<file path="src/rtl/sync_rx_pkg.sv">
// Shared constants and types for the sync-triggered receive bit FIFO.
// Assumes the command format: 8-bit prefix above an 8-bit field byte.
package sync_rx_pkg;
    localparam logic [7:0]  CMD_PREFIX = 8'hCE;
    localparam logic [7:0]  CFG_RESET  = 8'h87;
    localparam int          SYNC_W     = 16;
    localparam logic [15:0] SYNC_PAT   = 16'h2DD4;

    typedef enum logic [1:0] {
        START_VDI    = 2'b00,
        START_RSVD   = 2'b01,
        START_SYNC   = 2'b10,
        START_ALWAYS = 2'b11
    } start_sel_e;

    typedef struct packed {
        logic [3:0] level;
        start_sel_e sel;
        logic       fill_en;
        logic       fifo_en;
    } rx_cfg_t;
endpackage

</file>
<file path="src/rtl/sync_rx_cfg.sv">
// Command register: takes a word whose upper byte matches the prefix.
// It also flags a flush when fill enable rises or FIFO enable is written 0.
// Assumes cmd_wr is a single-cycle strobe; the flag is combinational.
module sync_rx_cfg
    import sync_rx_pkg::*;
(
    input  logic          clk,
    input  logic          rst_n,
    input  logic          cmd_wr,
    input  logic [15:0]   cmd_data,
    output rx_cfg_t       cfg,
    output logic          flush_req
);
    logic    hit;
    rx_cfg_t nxt;

    // Decode a write and the configuration it would load.
    always_comb begin
        hit       = cmd_wr && (cmd_data[15:8] == CMD_PREFIX);
        nxt       = rx_cfg_t'(cmd_data[7:0]);
        flush_req = hit && ((nxt.fill_en && !cfg.fill_en) || !nxt.fifo_en);
    end

    // Hold the field byte; load it on a matching write.
    always_ff @(posedge clk) begin
        if (!rst_n)   cfg <= rx_cfg_t'(CFG_RESET);
        else if (hit) cfg <= nxt;
    end
endmodule

</file>
<file path="src/rtl/sync_rx_detect.sv">
// Sync-pattern hunter: shifts valid bits MSB-first and arms when the
// shift register, including the incoming bit, equals PATTERN.
// Stays armed until cleared. The bit that completes the match is not
// counted as payload, because armed rises only after that edge.
module sync_rx_detect #(
    parameter int              WIDTH   = 16,
    parameter logic [WIDTH-1:0] PATTERN = 16'h2DD4
) (
    input  logic clk,
    input  logic rst_n,
    input  logic clr,
    input  logic shift_en,
    input  logic bit_in,
    output logic armed
);
    logic [WIDTH-1:0] shreg;
    logic [WIDTH-1:0] shnext;

    // Next shift value with the incoming bit as LSB.
    always_comb shnext = {shreg[WIDTH-2:0], bit_in};

    // Shift while hunting, arm on a match, reset on clear.
    always_ff @(posedge clk) begin
        if (!rst_n || clr) begin
            shreg <= '0;
            armed <= 1'b0;
        end else if (shift_en && !armed) begin
            shreg <= shnext;
            if (shnext == PATTERN) armed <= 1'b1;
        end
    end
endmodule

</file>
<file path="src/rtl/sync_rx_bitfifo.sv">
// One-bit-wide circular FIFO with a registered count.
// Assumes DEPTH is a power of two, so the pointers wrap by themselves.
// clr overrides push and pop. A push while full is taken only if a pop
// frees a slot in the same cycle.
module sync_rx_bitfifo #(
    parameter int DEPTH = 64,
    localparam int PTR_W = $clog2(DEPTH),
    localparam int CNT_W = $clog2(DEPTH + 1)
) (
    input  logic             clk,
    input  logic             rst_n,
    input  logic             clr,
    input  logic             push,
    input  logic             push_bit,
    input  logic             pop,
    output logic             head_bit,
    output logic [CNT_W-1:0] count
);
    logic [DEPTH-1:0] mem;
    logic [PTR_W-1:0] wr_ptr;
    logic [PTR_W-1:0] rd_ptr;
    logic             do_pop;
    logic             do_push;

    // Qualify the strobes against the occupancy.
    always_comb begin
        do_pop   = pop && (count != '0);
        do_push  = push && ((count != CNT_W'(DEPTH)) || do_pop);
        head_bit = (count != '0) ? mem[rd_ptr] : 1'b0;
    end

    // Advance the pointers and the count.
    always_ff @(posedge clk) begin
        if (!rst_n || clr) begin
            wr_ptr <= '0;
            rd_ptr <= '0;
            count  <= '0;
        end else begin
            if (do_push) wr_ptr <= wr_ptr + 1'b1;
            if (do_pop)  rd_ptr <= rd_ptr + 1'b1;
            if (do_push && !do_pop)      count <= count + 1'b1;
            else if (do_pop && !do_push) count <= count - 1'b1;
        end
    end

    // Write the stored bit; the storage needs no reset.
    always_ff @(posedge clk) begin
        if (do_push) mem[wr_ptr] <= push_bit;
    end
endmodule

</file>
<file path="src/rtl/sync_rx_fifo.sv">
// Top: joins the command register, the sync hunter and the bit FIFO.
// Picks the start condition and drives the level interrupt.
// Assumes bit_valid is high for one cycle per received bit.
module sync_rx_fifo
    import sync_rx_pkg::*;
#(
    parameter int DEPTH = 64,
    localparam int CNT_W = $clog2(DEPTH + 1)
) (
    input  logic             clk,
    input  logic             rst_n,
    input  logic             cmd_wr,
    input  logic [15:0]      cmd_data,
    input  logic             bit_valid,
    input  logic             bit_data,
    input  logic             vdi_in,
    input  logic             rd_pop,
    output logic             rd_bit,
    output logic [CNT_W-1:0] fill_count,
    output logic             irq
);
    rx_cfg_t cfg;
    logic    flush_req;
    logic    armed;
    logic    start_ok;
    logic    capture_on;
    logic    push;
    logic    fifo_clr;
    logic    hunt_clr;
    logic    hunt_shift;

    sync_rx_cfg u_cfg (
        .clk      (clk),
        .rst_n    (rst_n),
        .cmd_wr   (cmd_wr),
        .cmd_data (cmd_data),
        .cfg      (cfg),
        .flush_req(flush_req)
    );

    // Choose the start condition and gate pushes and hunting.
    always_comb begin
        unique case (cfg.sel)
            START_SYNC:   start_ok = armed;
            START_ALWAYS: start_ok = 1'b1;
            default:      start_ok = vdi_in;
        endcase
        capture_on = cfg.fifo_en && cfg.fill_en;
        push       = bit_valid && capture_on && start_ok;
        fifo_clr   = flush_req || !cfg.fifo_en;
        hunt_clr   = flush_req || !capture_on;
        hunt_shift = bit_valid && capture_on && (cfg.sel == START_SYNC);
    end

    sync_rx_detect #(.WIDTH(SYNC_W), .PATTERN(SYNC_PAT)) u_detect (
        .clk     (clk),
        .rst_n   (rst_n),
        .clr     (hunt_clr),
        .shift_en(hunt_shift),
        .bit_in  (bit_data),
        .armed   (armed)
    );

    sync_rx_bitfifo #(.DEPTH(DEPTH)) u_fifo (
        .clk     (clk),
        .rst_n   (rst_n),
        .clr     (fifo_clr),
        .push    (push),
        .push_bit(bit_data),
        .pop     (rd_pop),
        .head_bit(rd_bit),
        .count   (fill_count)
    );

    // Interrupt when the count is nonzero and has reached the level.
    always_comb irq = (fill_count != '0) && (fill_count >= CNT_W'(cfg.level));
endmodule

</file>
<file path="config.mk">
export PLATFORM = sky130hd
export DESIGN_NAME = sync_rx_fifo
export DESIGN_NICKNAME = d
export VERILOG_FILES = /design/src/rtl/sync_rx_pkg.sv /design/src/rtl/sync_rx_cfg.sv /design/src/rtl/sync_rx_detect.sv /design/src/rtl/sync_rx_bitfifo.sv /design/src/rtl/sync_rx_fifo.sv
export SDC_FILE = /design/constraint.sdc
export NUM_CORES = 1
export LEC_CHECK = 0
export BUFFER_PORTS_ARGS = -buffer_cell sky130_fd_sc_hd__buf_2
export CORE_MARGIN = 3
export CORE_UTILIZATION = 60
export CTS_CLUSTER_DIAMETER = 40
export DETAILED_ROUTE_END_ITERATION = 10
export HOLD_SLACK_MARGIN = 0.03
export MAX_ROUTING_LAYER = met4
export PLACE_DENSITY = 0.79
export SYNTH_ARGS = -nofsm -noshare
export SYNTH_HDL_FRONTEND = slang
export SYNTH_SLANG_ARGS = --single-unit
</file>
<file path="constraint.sdc">
create_clock -name clk -period 3.9 [get_ports clk]
set_input_delay 0.195 -clock clk [delete_from_list [all_inputs] [get_ports clk]]
set_output_delay 0.195 -clock clk [all_outputs]
set_load 0.01 [all_outputs]
</file>
== Word level (Yosys, flattened, before mapping) ==
Cells that the tools add are included.
Widths: inputs -> output; s select.
Operators by class
  $add $sub $neg: 4
  $lt $le $gt $ge: 4
  eq/ne operators: 5
  mux-type cells: 9
  reductions and logical operators: 31
Operators with widths (number)
  $bwmux 64: 1
  $eq 16x14->1 const B: 1
  $logic_and 1x1->1: 14
  $lt 6x7->1 const B: 2
  $mux 7: 2
  $add 6x1->6 const B: 2
  $eq 8x8->1 const B: 1
  $logic_not 1->1: 8
  $add 7x1->7 const B: 1
  $ge 7x4->1: 1
  $ne 7x7->1 const B: 1
  $reduce_bool 7->1: 1
  $sub 7x1->7 const B: 1
  $bmux 1 s6: 1
  $demux 1 s6: 1
  $ge 6x1->1 const B: 1
  $logic_or 1x1->1: 6
  $eq 2x2->1 const B: 2
  $mux 1: 3
  $pmux 1 s2: 1
  $reduce_and 2->1: 1
  $reduce_bool 2->1: 1
Storage, ports and cells
  register bits after elaboration: 107
  input bits: 23
  output and inout bits: 9
  word-level logic and storage cells: 63

== Logic depth before layout (Yosys ltp) ==
Gate-level depths: netlist of run 1.
  depth in word-level cells: 8
  depth in mapped cells: 12
  depth with buffers taken out: 12

== Cells and area by module ==
A second synthesis of run 1 with hierarchy kept.
Unflattened totals
  cells, all modules: 463
  area, all modules: 5177.5 um^2
Modules (own cells, without submodules)
  sync_rx_bitfifo: times used 1, cells an instance 324, area an instance 4010.1 um^2, sequential area each 2302.2 um^2
  sync_rx_detect: times used 1, cells an instance 78, area an instance 616.8 um^2, sequential area each 320.3 um^2
  sync_rx_cfg: times used 1, cells an instance 39, area an instance 379.1 um^2, sequential area each 160.2 um^2
  sync_rx_fifo: times used 1, cells an instance 22, area an instance 171.4 um^2, sequential area each 0.0 um^2

== Worst setup path after synthesis of run 1 ==
Ideal clock, no wire load.
  path kind: reg-to-reg
  start point: register u_fifo.count[0]
  end point: register u_fifo.count[6]
  setup time: 0.075 ns
  arrival time: 2.888 ns
  required time: 3.825 ns
  slack: 0.937 ns
  cell stages (with the launch flop): 12
  buffers on the path: 0
  clock period less this slack: 2.963 ns
  cells stage by stage: dfxtp_1 -> nor4_1 -> a21boi_0 -> inv_1 -> ha_1 -> inv_1 -> fa_1 -> a21o_1 -> a21oi_1 -> o21ai_0 -> a31o_2 -> a21oi_1
Between the ends
  word-level cells in the longest chain between the ends: 7
  elaborated cells on any way between the ends: 14
  classes of those cells: 2 x add/sub; 1 x eq/ne; 2 x mux; 9 x reduce/logical
RTL lines
  start, declared: RTL line sync_rx_bitfifo.sv:17  | output logic [CNT_W-1:0] count
  start signal, assigned: RTL line sync_rx_bitfifo.sv:41  | if (do_push && !do_pop) count <= count + 1'b1;
  start signal, assigned: RTL line sync_rx_bitfifo.sv:42  | else if (do_pop && !do_push) count <= count - 1'b1;
  branches (longest 7 deep; another with $sub 7x1->7)
Parallel ways; which one is timed is not known. The select of a mux whose other input is x is not followed.
A chain may end at the register's enable or synchronous reset.

== Worst setup path in the final report of run 1 ==
Ends and elaborated chain as after synthesis.

==> impl_metrics.toml, run 1 <==
[status]
outcome = "finished clean"

[final_layout]
stdcell_area_um2 = 5420
antenna_cells = 0
nets = 509
final_util_pct = 68.7
fin_cells = 579
fill_cells = 567
drive_gt1_share_pct = 16.4
syn2layout_area_growth_pct = 8.79

[hold_path]
hold_path.class = "primary input to flip-flop"

[clock_tree]
cts_tree = "built"
clkTransAtPathRegs_ns = 0.10
cts_inserted_buffers = 9
clk_latency_ns = 0.36
ctsRootBufferMaster = "clkbuf_8"
post-cts-setup-buffer-count = 0
clkSinkCount = 107
ctsLongestPathBuffers = 2
cts_htree_levels = 3

[power]
vdd_drop_max_uv = 216
leakage_nw = 1.81
power_density_nw_per_um2 = 532

[drt]
drc_errors = 0
vias_per_cell = 5.90
drt_iter0_drc = 230
routedWlPerCell_um = 17.2
dr_total_vias = 3417
drt_first_pass_iters = 5
drt-total-wl_mm = 9.96
ant_nets = 0

[synth]
synth-edff-count = 64
syn_area_um2 = 4980
async_reset_ff_share_pct = 0
yosysSeqAreaShare_pct = 55.8
synth_ff_type = "edfxtp_1"
synth-warning-count = 0
synth-seq-cells = 107
syn_avg_cell_area_um2 = 11.0
synthCells = 453
synth_fp_nets = 490
ys_types = 51

[critical_path]
cp-end-kind = "flip-flop"
crit_fanout = 7
cp_slowest_stage_delay_ns = 0.57
crit_chain = "nor4_2, a21boi_0, inv_1, ha_1, inv_1, fa_1, a21o_1, a21oi_1, o21ai_0, a31o_2, a21oi_1"
worst-path-buf-inv = 2
startpoint_type = "flip-flop"
criticalPathCategory = "flip-flop to flip-flop"
critical_path_arrival_ns = 3.66
crit_slowest_cell = "nor4_2"
required_ns = 4.18
path_delay_family = "compound AO/OA/AOI/OAI gates"

[placement]
hpwl_mm = 6.61
dpl.cell_count = 563
place_ws_ns = 0.230
gp_congestion = 0.791
portBuffers = 31
placed_area_um2 = 5190

[timing]
finClkSkew_ns = 0.00924
worstMarginPinSlew_ns = 1.18
maxSlewViolCount = 0
fin_crit_ns = 3.38
hold_viol = 0
timing.final.crit_share_pct = 86.7
rsz0062_at_grt = "no"
fin_tns_setup_ns = 0
fmax_mhz = 296
slew_headroom_pct = 21.6
setup_viol = 0
setup_slack_ns = 0.517

[floorplanning]
die_w_um = 97.1
io_pins = 32
die-height_um = 97.1
rows = 32
dieArea_um2 = 9440
start_util_pct = 63.2
coreArea_um2 = 7890

[global_routing]
grt_overflow = 0
antenna_found_initial = 0
grt_pass1_vias = 3304
grt_pass1_wl_mm = 16.2
grt_start_max_net_pins = 67
grt.total_usage_pct = 22.3

[run]
max_cap_violations = 0
-- final timing paths --
kind                           from                 to  slack [ns]  depth (start not counted)
setup / recovery    u_fifo.count[0]    u_fifo.count[6]        0.52                         11
hold / removal          cmd_data[7]       u_cfg.cfg[7]        0.06                          3
setup reg to reg    u_fifo.count[0]    u_fifo.count[6]        0.52                         11
hold reg to reg   u_detect.shreg[7]  u_detect.shreg[8]        0.47                          2
-- synthesized netlist by cell type (5+ instances only) --
cell      number  area [um^2]
a21o_1         6         45.0
ha_1          13          163
dfxtp_1       43          861
nor2_1        83          312
buf_1          5         18.8
nand2_1       51          191
xor2_1         8         70.1
inv_1         10         37.5
clkbuf_1      16         60.1
nor2b_1       12         75.1
a21oi_1       24          120
mux2i_1       14          140
edfxtp_1      64         1920
mux4_2        13          293
o21ai_0        6         30.0
nand3_1        6         30.0
xnor2_1        5         43.8
nor4_1         6         37.5
-- layer usage --
metal	up-vias	wire, um	global-route usage (%)
met5	-	0	-
met4	0	121	5.83
met3	14	454	4.59
met2	82	4960	36.1
met1	1673	4430	28.9
li1	1648	-	-
-- cell usage in the layout (no fill, tap or decap), types with 2 or more instances in the layout --
master and instances:
nand3_1 6, mux2_2 4, buf_2 31, ha_1 13, a2111oi_0 2, nor3_1 4, dfxtp_1 43, nor4_2 2
nand2b_1 4, inv_6 2, nand4b_1 4, o211ai_1 2, nor4_1 4, or3b_2 2, clkbuf_8 10, or4b_1 2
nand2_1 51, xnor2_1 5, a21o_1 6, mux4_2 13, nor2b_1 12, and2_1 2, a211oi_1 3, a21oi_1 24
nand4_1 4, mux2i_1 14, nand3b_1 4, nor3b_1 3, nor4b_1 3, or2_2 4, buf_4 3, o21ai_0 6
xor2_1 8, nor2_1 83, edfxtp_1 64, inv_1 10
-- cell type report --
class / count / area [um^2] / share of cell area, %
Multi-Input combinational cell: 309 / 2070 / 38.1
Inverter: 11 / 41.3 / 0.762
Tap cell: 102 / 128 / 2.35
Clock inverter: 5 / 63.8 / 1.18
Clock buffer: 11 / 163 / 3.00
Sequential cell: 107 / 2780 / 51.3
Timing Repair Buffer: 34 / 178 / 3.28
-- what timing repair did --
| item | 4_1_cts | 5_1_grt |
|---|---|---|
| endpoints found under the setup margin | 0 | 1 |
| hold buffers | 0 | 0 |
| gates resized for setup | 0 | 1 |
-- registers in the layout (all words and copies together) (netlist names) --
name            cells
u_fifo.count        7
u_fifo.mem         64
u_cfg.cfg           8
u_fifo.rd_ptr       6
u_detect.shreg     15
u_detect.armed      1
u_fifo.wr_ptr       6
-- power breakdown --
part / internal (W) / total, W / switching, W
registers: 0.00124 / 0.00135 / 0.000104
logic: 0.000385 / 0.000794 / 0.000409
clock network: 0.000362 / 0.000745 / 0.000383
-- per-stage QoR --
| stage | total power (W) | hold WS, ns |
|---|---|---|
| after CTS | 0.00288 | 0.0507 |
| after global routing | 0.00304 | 0.0532 |
| after detailed placement | 0.00215 | 0.432 |
| after floorplan | 0.00194 | 0.294 |
| final | 0.00288 | 0.0632 |
| after global placement | 0.00212 | 0.418 |
-- tightest hold or removal path, cell delays in order --
cell	delay [ns]
buf_2	0.07
nand2_1	0.04
o211ai_1	0.08
-- cell families (layout without fill, tap and decap cells) --
family	after synthesis	count (layout)	synth area share (%)
multiplexers	31	31	9.59
XOR/XNOR	13	13	2.28
AND/OR/NAND/NOR	199	199	19.1
flip-flops	107	107	55.8
AO/OA/AOI/OAI	52	52	6.58
adder cells (fa/ha/maj)	14	14	3.67
buffers and inverters	37	61	2.96
Note: power is estimated with default switching activity, not from simulation.
==> run 2, diff against run 1 <==
--- a/config.mk
+++ b/config.mk
@@ -7,12 +7,13 @@
 export LEC_CHECK = 0
 export BUFFER_PORTS_ARGS = -buffer_cell sky130_fd_sc_hd__buf_2
 export CORE_MARGIN = 3
-export CORE_UTILIZATION = 60
+export CORE_UTILIZATION = 55
 export CTS_CLUSTER_DIAMETER = 40
 export DETAILED_ROUTE_END_ITERATION = 10
 export HOLD_SLACK_MARGIN = 0.03
 export MAX_ROUTING_LAYER = met4
-export PLACE_DENSITY = 0.79
+export PLACE_DENSITY = 0.74
 export SYNTH_ARGS = -nofsm -noshare
 export SYNTH_HDL_FRONTEND = slang
+export SYNTH_HIERARCHICAL = 1
 export SYNTH_SLANG_ARGS = --single-unit
==> constraint.sdc (replaced) <==
create_clock -name clk -period 3 [get_ports clk]
set_input_delay 0.15 -clock clk [delete_from_list [all_inputs] [get_ports clk]]
set_output_delay 0.15 -clock clk [all_outputs]
set_load 0.01 [all_outputs]
==> run 2 against run 1 <==
Compared with the run above:
- final area grew 4.8%
- highest routed layer unchanged
- global-route usage shrank 0.39 points
- largest power group unchanged
- sequential share of layout area shrank 2.4 points
- critical path depth is the same
- utilization shrank 5.1 points
- via count grew 3.0%
- largest cell class unchanged
- critical endpoint is now u_fifo/count[6]
- sequential power grew 21%
==> impl_metrics.toml, run 2 <==
[synth]
synth_ff_type = "edfxtp_1"
ys_top_cells_by_count = "nor2_1, edfxtp_1, nand2_1"
syn_area_um2 = 5180
synth-xor-area-share_pct = 2.01
yosysTopAreaCell = "edfxtp_1"
synthAdderAreaFrac_pct = 3.53
synth-edff-count = 64
synth_fp_nets = 500
ys_types = 60
synth-seq-cells = 107
yosys.area_share.simple_pct = 21.5
yosysMostFrequentCell = "nor2_1"
netlist_top_cells_area = "edfxtp_1, dfxtp_1, mux4_2, nor2_1, nand2_1"
synth_top_family_by_area = "simple AND/OR/NAND/NOR gates"
synthCells = 463
synth-warning-count = 6
synth_top_area_share_pct = 37.1
synth_compound_area_share_pct = 6.86
synthMuxAreaShare_pct = 8.89
yosysSeqAreaShare_pct = 53.7
syn_avg_cell_area_um2 = 11.2
async_reset_ff_share_pct = 0

[final_layout]
nets = 534
layout_commonest_cell = "nor2_1"
syn2layout_area_growth_pct = 9.74
largest_registers = "u_fifo/mem (64), u_detect/shreg (15), u_cfg/cfg (8)"
largest_reg_flops = 64
layout_common_cells = "nor2_1, edfxtp_1, nand2_1"
drive_gt1_share_pct = 20.1
fin_cells = 610
regMostFlops = "u_fifo/mem"
antenna_cells = 0

[critical_path]
rrSetupSlack_ns = 0.12
path_delay_family = "compound AO/OA/AOI/OAI gates"
critical_path_arrival_ns = 3.19
timing.rr.start = "u_fifo/count[0]"
path_depth = 11
cpMostUsedCell = "o21a_1"
crit_slowest_cell = "or4_4"
cp-end-kind = "flip-flop"
crit_fanout = 6
reg2regPathDepth = 11
cp_slowest_stage_delay_ns = 0.55
crit_chain = "or4_4, o41a_4, inv_2, ha_2, inv_1, ha_1, nor2b_1, o21a_1, o21a_1, o211ai_1, mux2i_1"
required_ns = 3.31
r2r_end = "u_fifo/count[6]"
worst-path-buf-inv = 2
criticalPathCategory = "flip-flop to flip-flop"
startpoint_type = "flip-flop"

[power]
leakage_nw = 2.00
power_density_nw_per_um2 = 628
vdd_drop_max_uv = 365

[clock_tree]
ctsRootBufferMaster = "clkbuf_8"
clk_latency_ns = 0.37
cts_tree = "built"
ctsLongestPathBuffers = 2
cts_htree_levels = 3
clkTransAtPathRegs_ns = 0.10
clkSinkCount = 107
cts_inserted_buffers = 9

[placement]
gp_congestion = 0.880
dpl.cell_count = 590
place_ws_ns = 0.110
portBuffers = 31
hpwl_mm = 7.13

[global_routing]
grt_overflow = 0
grt_pass1_vias = 3534
antenna_found_initial = 0
grt_start_max_net_pins = 66
grt.total_usage_pct = 21.9
grt_pass1_wl_mm = 17.1

[timing]
rsz0062_at_grt = "yes"
hold_viol = 0
setup_slack_ns = 0.118
worstMarginPinSlew_ns = 0.980
setup_viol = 0
timing.final.crit_share_pct = 96.1
maxSlewViolCount = 0
finClkSkew_ns = 0.0148
slew_headroom_pct = 34.6
fin_crit_ns = 2.88
fmax_mhz = 347

[run]
max_cap_violations = 0

[floorplanning]
coreArea_um2 = 8930
rows = 34
dieArea_um2 = 10600
die-height_um = 103
start_util_pct = 58.0
io_pins = 32
die_w_um = 103

[status]
outcome = "finished clean"

[hold_path]
holdPathStages = 3
hold_end = "u_cfg/cfg[2]"
hold_path.class = "primary input to flip-flop"
worstHoldStart = "cmd_data[2]"

[drt]
drt-total-wl_mm = 10.3
routedWlPerCell_um = 17.0
drt_first_pass_iters = 4
drc_errors = 0
ant_nets = 0
vias_per_cell = 5.77
dr_total_vias = 3518
drt_iter0_drc = 210
==> run 2: per-stage QoR <==
stage / area (um^2) / TNS [ns] / hold slack [ns] / util, % / total power (W)
after floorplan: 5180 / 0 / 0.249 / - / 0.00245
after global placement: 5440 / 0 / 0.397 / 60.9 / 0.00271
after detailed placement: 5440 / 0 / 0.412 / 60.9 / 0.00273
after CTS: 5680 / 0 / 0.0328 / 63.6 / 0.00359
after global routing: 5680 / -0.0533 / 0.0387 / 63.6 / 0.00377
final: 5680 / 0 / 0.0527 / 63.6 / 0.00357
==> run 2: logic make-up (layout without fill, tap and decap cells) <==
logic type,after synthesis,count (layout)
flip-flops,107,107
AO/OA/AOI/OAI,49,49
multiplexers,26,26
XOR/XNOR,11,11
AND/OR/NAND/NOR,218,218
adder cells (fa/ha/maj),14,14
buffers and inverters,38,77
==> run 2: where the power goes <==
group          total (W)  internal (W)  switching (W)
sequential       0.00164       0.00160      0.0000424
clock           0.000858      0.000360       0.000498
combinational    0.00107      0.000514       0.000557
==> run 2: how the worst max path moves through the flow <==
stage | slack [ns] | to | start
after floorplan | 0.05 | u_fifo/count[6] | u_fifo/count[0]
after global placement | 0.15 | u_fifo/count[6] | u_fifo/count[0]
after detailed placement | 0.11 | u_fifo/count[6] | u_fifo/count[0]
after CTS | 0.1 | u_fifo/count[6] | u_fifo/count[0]
after global routing | -0.04 | u_fifo/count[6] | u_fifo/count[0]
final | 0.12 | u_fifo/count[6] | u_fifo/count[0]
==> run 2: cell type report <==
class | instances | area [um^2]
fill | 693 | 3250
sequential | 107 | 2780
multi-input combinational | 318 | 2220
timing repair buffer | 50 | 308
clock buffer | 11 | 151
tap | 108 | 135
clock inverter | 5 | 42.5
inverter | 11 | 41.3
==> run 2: per-layer routing <==
layer  GRT usage [%]  wire length, um
met1            26.9             4350
met2            36.1             5350
met3            5.41              533
met4            6.27              112
met5               -                0
==> run 2: worst min-delay path: stages <==
cell and delay, ns:
buf_2 0.07, nor2b_1 0.03, mux2i_1 0.12
==> run 2: what timing repair did <==
| action | in CTS | in global routing |
|---|---|---|
| hold buffers | 4 | 0 |
| setup endpoints to repair | 0 | 2 |
| hold endpoints to repair | 4 | 0 |
| buffers inserted | 0 | 0 |
| resized for setup | 0 | 1 |
